File: src/rtl/i2c_ra_pkg.sv
package i2c_ra_pkg;
  typedef enum logic [1:0] {
    SYM_BIT   = 2'd0,
    SYM_START = 2'd1,
    SYM_STOP  = 2'd2
  } sym_kind_e;

  typedef enum logic [3:0] {
    ST_CLR, ST_IDLE, ST_START, ST_TX, ST_ACK, ST_RSTART, ST_RX, ST_RXACK, ST_STOP
  } seq_state_e;
endpackage

File: src/rtl/i2c_ra_bit_engine.sv
module i2c_ra_bit_engine
  import i2c_ra_pkg::*;
#(
  parameter int QTR_CYC = 250
) (
  input  logic      clk_i,
  input  logic      rst_ni,
  input  logic      sym_valid_i,
  input  sym_kind_e sym_kind_i,
  input  logic      sym_sda_i,
  output logic      sym_done_o,
  output logic      sample_o,
  input  logic      sda_i,
  output logic      scl_oe_o,
  output logic      sda_oe_o
);
  localparam int CW = (QTR_CYC > 1) ? $clog2(QTR_CYC) : 1;
  localparam logic [CW-1:0] CNT_LAST = CW'(QTR_CYC - 1);

  logic [CW-1:0] cnt_q;
  logic [1:0]    qtr_q;
  logic          act_q, scl_low_q, sda_low_q, done_q, smp_q, bit_q;
  logic [1:0]    sync_q;
  sym_kind_e     kind_q;
  logic          wrap;

  assign wrap = act_q && (cnt_q == CNT_LAST);

  always_ff @(posedge clk_i or negedge rst_ni) begin
    if (!rst_ni) sync_q <= 2'b11;
    else         sync_q <= {sync_q[0], sda_i};
  end

  always_ff @(posedge clk_i or negedge rst_ni) begin
    if (!rst_ni) begin
      cnt_q <= '0; qtr_q <= '0; act_q <= 1'b0;
      scl_low_q <= 1'b0; sda_low_q <= 1'b0;
      done_q <= 1'b0; smp_q <= 1'b1; bit_q <= 1'b1; kind_q <= SYM_BIT;
    end else begin
      done_q <= 1'b0;
      if (!act_q) begin
        if (sym_valid_i) begin
          act_q <= 1'b1; cnt_q <= '0; qtr_q <= 2'd0;
          kind_q <= sym_kind_i; bit_q <= sym_sda_i;
          scl_low_q <= 1'b1;                       // quarter 1
        end
      end else if (wrap) begin
        cnt_q <= '0;
        if (qtr_q == 2'd3) begin
          act_q <= 1'b0; done_q <= 1'b1;
        end else begin
          qtr_q <= qtr_q + 2'd1;
        end
        unique case (qtr_q)
          2'd0: begin                              // entering quarter 2
            unique case (kind_q)
              SYM_START: sda_low_q <= 1'b0;
              SYM_STOP:  sda_low_q <= 1'b1;
              default:   sda_low_q <= ~bit_q;
            endcase
          end
          2'd1: scl_low_q <= 1'b0;                 // entering quarter 3
          2'd2: begin                              // end of q3, entering q4
            smp_q <= sync_q[1];
            if (kind_q == SYM_START) sda_low_q <= 1'b1;
            else if (kind_q == SYM_STOP) sda_low_q <= 1'b0;
          end
          default: ;
        endcase
      end else begin
        cnt_q <= cnt_q + 1'b1;
      end
    end
  end

  assign sym_done_o = done_q;
  assign sample_o   = smp_q;
  assign scl_oe_o   = scl_low_q;
  assign sda_oe_o   = sda_low_q;

  // SCL moves only on acceptance (falls) or leaving quarter 2 (rises)
  a_r1_scl_quarter: assert property (@(posedge clk_i) disable iff (!rst_ni)
    !$stable(scl_low_q) |-> (!$past(act_q) || $past(qtr_q) == 2'd1));
  // SDA moves only at entry to quarter 2 or quarter 4
  a_r1_sda_quarter: assert property (@(posedge clk_i) disable iff (!rst_ni)
    !$stable(sda_low_q) |-> ($past(act_q) && ($past(qtr_q) == 2'd0 || $past(qtr_q) == 2'd2)));
  // SDA moves under high SCL only for start or stop
  a_r2_sda_high_scl: assert property (@(posedge clk_i) disable iff (!rst_ni)
    (!$stable(sda_low_q) && !scl_low_q) |-> ($past(kind_q) != SYM_BIT));
endmodule

File: src/rtl/i2c_ra_seq.sv
module i2c_ra_seq
  import i2c_ra_pkg::*;
#(
  parameter int MAX_POLLS = 255,
  parameter int CLR_STOPS = 9
) (
  input  logic       clk_i,
  input  logic       rst_ni,
  input  logic       cmd_i,
  input  logic       rd_i,
  input  logic [7:0] dev_addr_i,
  input  logic [7:0] reg_idx_i,
  input  logic [7:0] wr_data_i,
  output logic [7:0] rd_data_o,
  output logic       busy_o,
  output logic       done_o,
  output logic       err_o,
  output logic       sym_valid_o,
  output sym_kind_e  sym_kind_o,
  output logic       sym_sda_o,
  input  logic       sym_done_i,
  input  logic       sample_i
);
  localparam int PW = $clog2(MAX_POLLS + 1);
  localparam int KW = $clog2(CLR_STOPS + 1);

  seq_state_e    st_q;
  logic          wait_q, rd_q, err_q, done_q;
  logic [7:0]    addr_q, reg_q, wdat_q, sh_q, rx_q;
  logic [2:0]    bit_q;
  logic [1:0]    idx_q;
  logic [PW-1:0] poll_q;
  logic [KW-1:0] clr_q;

  function automatic logic [7:0] byte_sel(input logic [1:0] idx);
    unique case (idx)
      2'd0:    return addr_q;
      2'd1:    return reg_q;
      default: return rd_q ? (addr_q + 8'd1) : wdat_q;
    endcase
  endfunction

  always_comb begin
    sym_valid_o = (st_q != ST_IDLE) && !wait_q;
    sym_sda_o   = (st_q == ST_TX) ? sh_q[7] : 1'b1;
    if (st_q == ST_CLR || st_q == ST_STOP)         sym_kind_o = SYM_STOP;
    else if (st_q == ST_START || st_q == ST_RSTART) sym_kind_o = SYM_START;
    else                                           sym_kind_o = SYM_BIT;
  end

  always_ff @(posedge clk_i or negedge rst_ni) begin
    if (!rst_ni) begin
      st_q <= ST_CLR; wait_q <= 1'b0; rd_q <= 1'b0; err_q <= 1'b0; done_q <= 1'b0;
      addr_q <= '0; reg_q <= '0; wdat_q <= '0; sh_q <= '0; rx_q <= '0;
      bit_q <= '0; idx_q <= '0; poll_q <= '0; clr_q <= '0;
    end else begin
      done_q <= 1'b0;
      if (sym_valid_o) wait_q <= 1'b1;
      if (st_q == ST_IDLE) begin
        if (cmd_i) begin
          rd_q <= rd_i; addr_q <= dev_addr_i; reg_q <= reg_idx_i; wdat_q <= wr_data_i;
          err_q <= 1'b0; rx_q <= '0; idx_q <= 2'd0; st_q <= ST_START;
        end
      end else if (sym_done_i) begin
        wait_q <= 1'b0;
        unique case (st_q)
          ST_CLR: begin
            if (clr_q == KW'(CLR_STOPS - 1)) st_q <= ST_IDLE;
            else clr_q <= clr_q + 1'b1;
          end
          ST_START, ST_RSTART: begin
            sh_q <= byte_sel(idx_q); bit_q <= '0; st_q <= ST_TX;
          end
          ST_TX: begin
            sh_q <= {sh_q[6:0], 1'b0}; bit_q <= bit_q + 3'd1;
            if (bit_q == 3'd7) begin st_q <= ST_ACK; poll_q <= '0; end
          end
          ST_ACK: begin
            if (!sample_i) begin
              poll_q <= '0; bit_q <= '0;
              if (idx_q == 2'd0) begin
                idx_q <= 2'd1; sh_q <= reg_q; st_q <= ST_TX;
              end else if (idx_q == 2'd1) begin
                idx_q <= 2'd2;
                if (rd_q) st_q <= ST_RSTART;
                else begin sh_q <= wdat_q; st_q <= ST_TX; end
              end else begin
                st_q <= rd_q ? ST_RX : ST_STOP;
              end
            end else if (poll_q == PW'(MAX_POLLS - 1)) begin
              err_q <= 1'b1; st_q <= ST_STOP;
            end else begin
              poll_q <= poll_q + 1'b1;
            end
          end
          ST_RX: begin
            rx_q <= {rx_q[6:0], sample_i}; bit_q <= bit_q + 3'd1;
            if (bit_q == 3'd7) st_q <= ST_RXACK;
          end
          ST_RXACK: st_q <= ST_STOP;
          ST_STOP: begin st_q <= ST_IDLE; done_q <= 1'b1; end
          default: st_q <= ST_IDLE;
        endcase
      end
    end
  end

  assign busy_o    = (st_q != ST_IDLE);
  assign done_o    = done_q;
  assign err_o     = err_q;
  assign rd_data_o = rx_q;

  // busy follows an accepted strobe
  a_r11_busy_after_cmd: assert property (@(posedge clk_i) disable iff (!rst_ni)
    (st_q == ST_IDLE && cmd_i) |=> busy_o);
  // done lasts one cycle
  a_r11_done_pulse: assert property (@(posedge clk_i) disable iff (!rst_ni)
    done_o |=> !done_o);
  // the clear leads only to idle
  a_r10_clear_first: assert property (@(posedge clk_i) disable iff (!rst_ni)
    (st_q == ST_CLR) |=> (st_q == ST_CLR || st_q == ST_IDLE));
  // poll counter stays below the attempt limit
  a_r6_poll_bound: assert property (@(posedge clk_i) disable iff (!rst_ni)
    poll_q < PW'(MAX_POLLS));
  // a raised error is always followed by the stop
  a_r7_stop_after_err: assert property (@(posedge clk_i) disable iff (!rst_ni)
    $rose(err_q) |-> (st_q == ST_STOP));
endmodule

File: src/rtl/i2c_ra_master.sv
module i2c_ra_master
  import i2c_ra_pkg::*;
#(
  parameter int QTR_CYC   = 250,
  parameter int MAX_POLLS = 255,
  parameter int CLR_STOPS = 9
) (
  input  logic       clk_i,
  input  logic       rst_ni,
  input  logic       cmd_i,
  input  logic       rd_i,
  input  logic [7:0] dev_addr_i,
  input  logic [7:0] reg_idx_i,
  input  logic [7:0] wr_data_i,
  output logic [7:0] rd_data_o,
  output logic       busy_o,
  output logic       done_o,
  output logic       err_o,
  output logic       scl_oe_o,
  output logic       sda_oe_o,
  input  logic       sda_i
);
  logic      sym_valid, sym_sda, sym_done, sample;
  sym_kind_e sym_kind;

  i2c_ra_seq #(.MAX_POLLS(MAX_POLLS), .CLR_STOPS(CLR_STOPS)) i_seq (
    .clk_i, .rst_ni, .cmd_i, .rd_i, .dev_addr_i, .reg_idx_i, .wr_data_i,
    .rd_data_o, .busy_o, .done_o, .err_o,
    .sym_valid_o(sym_valid), .sym_kind_o(sym_kind), .sym_sda_o(sym_sda),
    .sym_done_i(sym_done), .sample_i(sample)
  );

  i2c_ra_bit_engine #(.QTR_CYC(QTR_CYC)) i_eng (
    .clk_i, .rst_ni,
    .sym_valid_i(sym_valid), .sym_kind_i(sym_kind), .sym_sda_i(sym_sda),
    .sym_done_o(sym_done), .sample_o(sample),
    .sda_i, .scl_oe_o, .sda_oe_o
  );
endmodule

File: config.mk
export PLATFORM = sky130hd
export DESIGN_NAME = i2c_ra_master
export DESIGN_NICKNAME = d
export VERILOG_FILES = /design/src/rtl/i2c_ra_pkg.sv /design/src/rtl/i2c_ra_bit_engine.sv /design/src/rtl/i2c_ra_seq.sv /design/src/rtl/i2c_ra_master.sv
export SDC_FILE = /design/constraint.sdc
export NUM_CORES = 1
export LEC_CHECK = 0
export ABC_AREA = 0
export CAP_MARGIN = 20
export CORE_UTILIZATION = 60
export CTS_BUF_LIST = sky130_fd_sc_hd__clkbuf_4 sky130_fd_sc_hd__clkbuf_8
export CTS_CLUSTER_SIZE = 8
export DETAILED_ROUTE_END_ITERATION = 7
export DONT_BUFFER_PORTS = 1
export GPL_TIMING_DRIVEN = 0
export PLACE_DENSITY = 0.87
export SYNTH_ARGS = -nofsm -noshare
export SYNTH_HDL_FRONTEND = slang
export SYNTH_SLANG_ARGS = --single-unit
File: constraint.sdc
create_clock -name clk_i -period 4.46 [get_ports clk_i]
set_input_delay 0.892 -clock clk_i [delete_from_list [all_inputs] [get_ports clk_i]]
set_output_delay 0.892 -clock clk_i [all_outputs]
set_load 0.01 [all_outputs]
==> run_results.csv <==
group,metric,value,unit
run_status,outcome,"finished clean",
grt,grt_max_degree,86,
sta,report.final.setup_viol,0,
place,gp_congestion,0.857,
die,core-area,7330,um^2
critical_path,cp_cell_sequence,"buf_6 > nor4b_2 > inv_1",
final_layout,fraction_of_final_layout_cells_with_drive_strength_greater_than_1,13.6,%
critical_path,worstSetupPathType,"reg2out",
critical_path,timing.critical_path.buf_inv,2,
final_layout,final_design_area_no_fill,4890,um^2
pwr,total_leakage_power,2.16,nW
clock_network,cts.htree.levels,3,
clock_network,clock-sinks,85,
sta,tightestPinTransition,968,ps
drt,drc,0,
die,floorplan.rows,31,
critical_path,worst_path_dominant_cell_family,"simple AND/OR/NAND/NOR gates",
sta,tns,0,ps
clock_network,cts_resized,0,
clock_network,cts_tree,"done",
place,io_buffer_count,0,
grt,overflow,0,
pwr,vdd.ir_drop.worst,0.000203,V
critical_path,worstPathArrival,1740,ps
synthesis,synth_edf_count,0,
grt,grt_pass1_wl,16.8,mm
clock_network,clockRootBuffer,"clkbuf_8",
critical_path,register_to_register_path_depth,6,
sta,finalCriticalPeriod,2630,ps
drt,detail_route.iter0.violations,390,
final_layout,synthToLayoutAreaGrowth,6.78,%
sta,timing.fmax,0.381,GHz
sta,fin_skew,7.40,ps
pwr,total_power_draw,0.00128,W
critical_path,startpoint_type,"flop",
sta,min_period_over_period,58.9,%
drt,ant_nets,0,
synthesis,synth.largest_area_cell,"dfrtp_1",
critical_path,critical_path_cell_count,3,
synthesis,yosys-top-cells-area,"dfrtp_1 (44%), mux2_2 (6.4%), o21ai_0 (4.7%)",
synthesis,synth.top_cell.area_share,44.3,%
sta,rsz_0062_raised_after_global_routing,"no",
clock_network,worstSkewPairLatency,350,ps
synthesis,yosys_warnings,0,
synthesis,synth.yosys.seq_area_share,46.6,%
synthesis,synth_commonest_cells,"dfrtp_1 (81), nand2_1 (46), o21ai_0 (43)",
drt,total_routed_wirelength,9.98,mm
grt,gr-usage-all-layers,27.7,%
drt,routedWlPerCell,17.3,um
place,postPlaceCellArea,4700,um^2
clock_network,cts-hold-fix-buffers,0,
critical_path,critical_path.max_stage_delay,590,ps
final_layout,inserted_diodes,0,
clock_network,cts_buffer_depth,2,
synthesis,syn_area,4580,um^2
pwr,power-per-cell-area,263,nW/um^2
die,floorplan.io_pins,42,
die,dieWidth,89.4,um
synthesis,synthesis.area_per_instance,9.89,um^2
final_layout,final.fill_count,567,
place,place.detailed.hpwl,6.96,mm
synthesis,syn_nets,508,
drt,dr_total_vias,3625,
grt,antenna_violations_before_repair,0,
job,drv.max_cap_violation_count,0,
synthesis,synth.ff_latch_count,85,
critical_path,cp_max_fo,10,
critical_path,r2r_slack,1910,ps
clock_network,clk_transition_reported_paths,80,ps
clock_network,cts_inserted_buffers,9,
synthesis,synthArstFlopShare,100,%
final_layout,nets,519,
critical_path,required,3570,ps
drt,dr.pass1.iters,5,
critical_path,endpoint_kind,"output pin",
critical_path,slowest_stage,"nor4b_2",
clock_network,setup_buffers_after_cts,0,
synthesis,syn_inst,463,
drt,route.detailed.vias_per_inst,6.27,
die,initial_cell_density_of_the_core,62.5,%
grt,vias_in_the_first_global_route,3544,
die,fp.dieArea,7990,um^2
die,fp.dieH,89.4,um
final_layout,final_core_utilization,66.7,%
synthesis,top_count_cell_post_synth,"dfrtp_1",
synthesis,synthFlopType,"dfrtp_1",
worst_hold_path,min_path_type,"in2async",
sta,timing.final.max_slew_violations,0,
sta,report.final.hold_viol_count,0,
sta,timing.max_slew.rel_slack,35.0,%
sta,timing.hold.ws,226,ps
synthesis,synth_cell_types,59,
==> layout make-up <==
class	instances	area, um^2	area share [%]
Clock inverter	3	20.0	0.409
Clock buffer	13	166	3.40
Sequential cell	85	2130	43.6
Buffer	23	115	2.35
Multi-Input combinational cell	336	2260	46.2
Tap cell	99	124	2.53
Inverter	19	71.3	1.46
==> cell usage in the layout (no fill, tap or decap), types with 11 or more instances in the layout <==
master and n:
nor3_1 13, inv_1 19, nand3_1 15, mux2_2 26
nor2_1 31, o21ai_0 43, dfrtp_1 81, ha_1 16
clkbuf_1 13, a21oi_1 19, nand2_1 46, mux2i_1 15
clkbuf_8 11
==> power breakdown <==
part	switching [W]	internal (W)	total, W
logic	0	0.000000215	0.000000216
registers	0.000000322	0.000772	0.000772
clock network	0.000268	0.000245	0.000512
==> cells by family after synthesis <==
logic type | Yosys count | synth area share (%)
buffers and inverters | 42 | 4.07
adder cells (fa/ha/maj) | 16 | 4.37
AO/OA/AOI/OAI | 109 | 14.6
XOR/XNOR | 14 | 2.68
AND/OR/NAND/NOR | 155 | 17.8
flip-flops | 85 | 46.6
multiplexers | 42 | 9.92
==> metrics by stage <==
stage | setup WS [ps] | instances
final | 1830 | 578
after global routing | 1650 | 578
after CTS | 1810 | 578
after detailed placement | 1910 | 562
after global placement | 2000 | 562
after floorplan | 2290 | 463
==> path summary, 6_finish.rpt <==
path                                           start                        endpoint
setup reg to reg           i_seq.st_q[2]$_DFFE_PN0P_  i_seq.rd_data_o[0]$_DFFE_PN0P_
max in group asynchronous                     rst_ni      i_eng.sample_o$_DFFE_PN1P_
min in group clk_i         i_eng.sync_q[0]$_DFF_PN1_       i_eng.sync_q[1]$_DFF_PN1_
setup / recovery           i_seq.st_q[1]$_DFFE_PN0P_                          busy_o
hold reg to reg            i_eng.sync_q[0]$_DFF_PN1_       i_eng.sync_q[1]$_DFF_PN1_
hold / removal                                rst_ni     i_seq.poll_q[2]$_DFFE_PN0P_
==> state kept, by name, indices dropped and copies added, names as in the netlist, 2 cells and up, named ones only <==
name,cells
i_eng.cnt_q,8
i_seq.addr_q,8
i_seq.poll_q,8
i_seq.rd_data_o,8
i_seq.reg_q,8
i_seq.sh_q,8
i_seq.wdat_q,8
i_seq.clr_q,4
i_seq.st_q,4
i_seq.bit_q,3
i_eng.kind_q,2
i_eng.qtr_q,2
i_eng.sync_q,2
i_seq.idx_q,2
==> per-layer routing <==
layer	up-vias	share of wire [%]	GRT usage, %
met5	-	0	0
met4	0	1.5	10.5
met3	22	6.5	5.82
met2	140	48	44.1
met1	1783	44	37.3
li1	1680	-	-
Note: power is estimated with default switching activity, not from simulation.
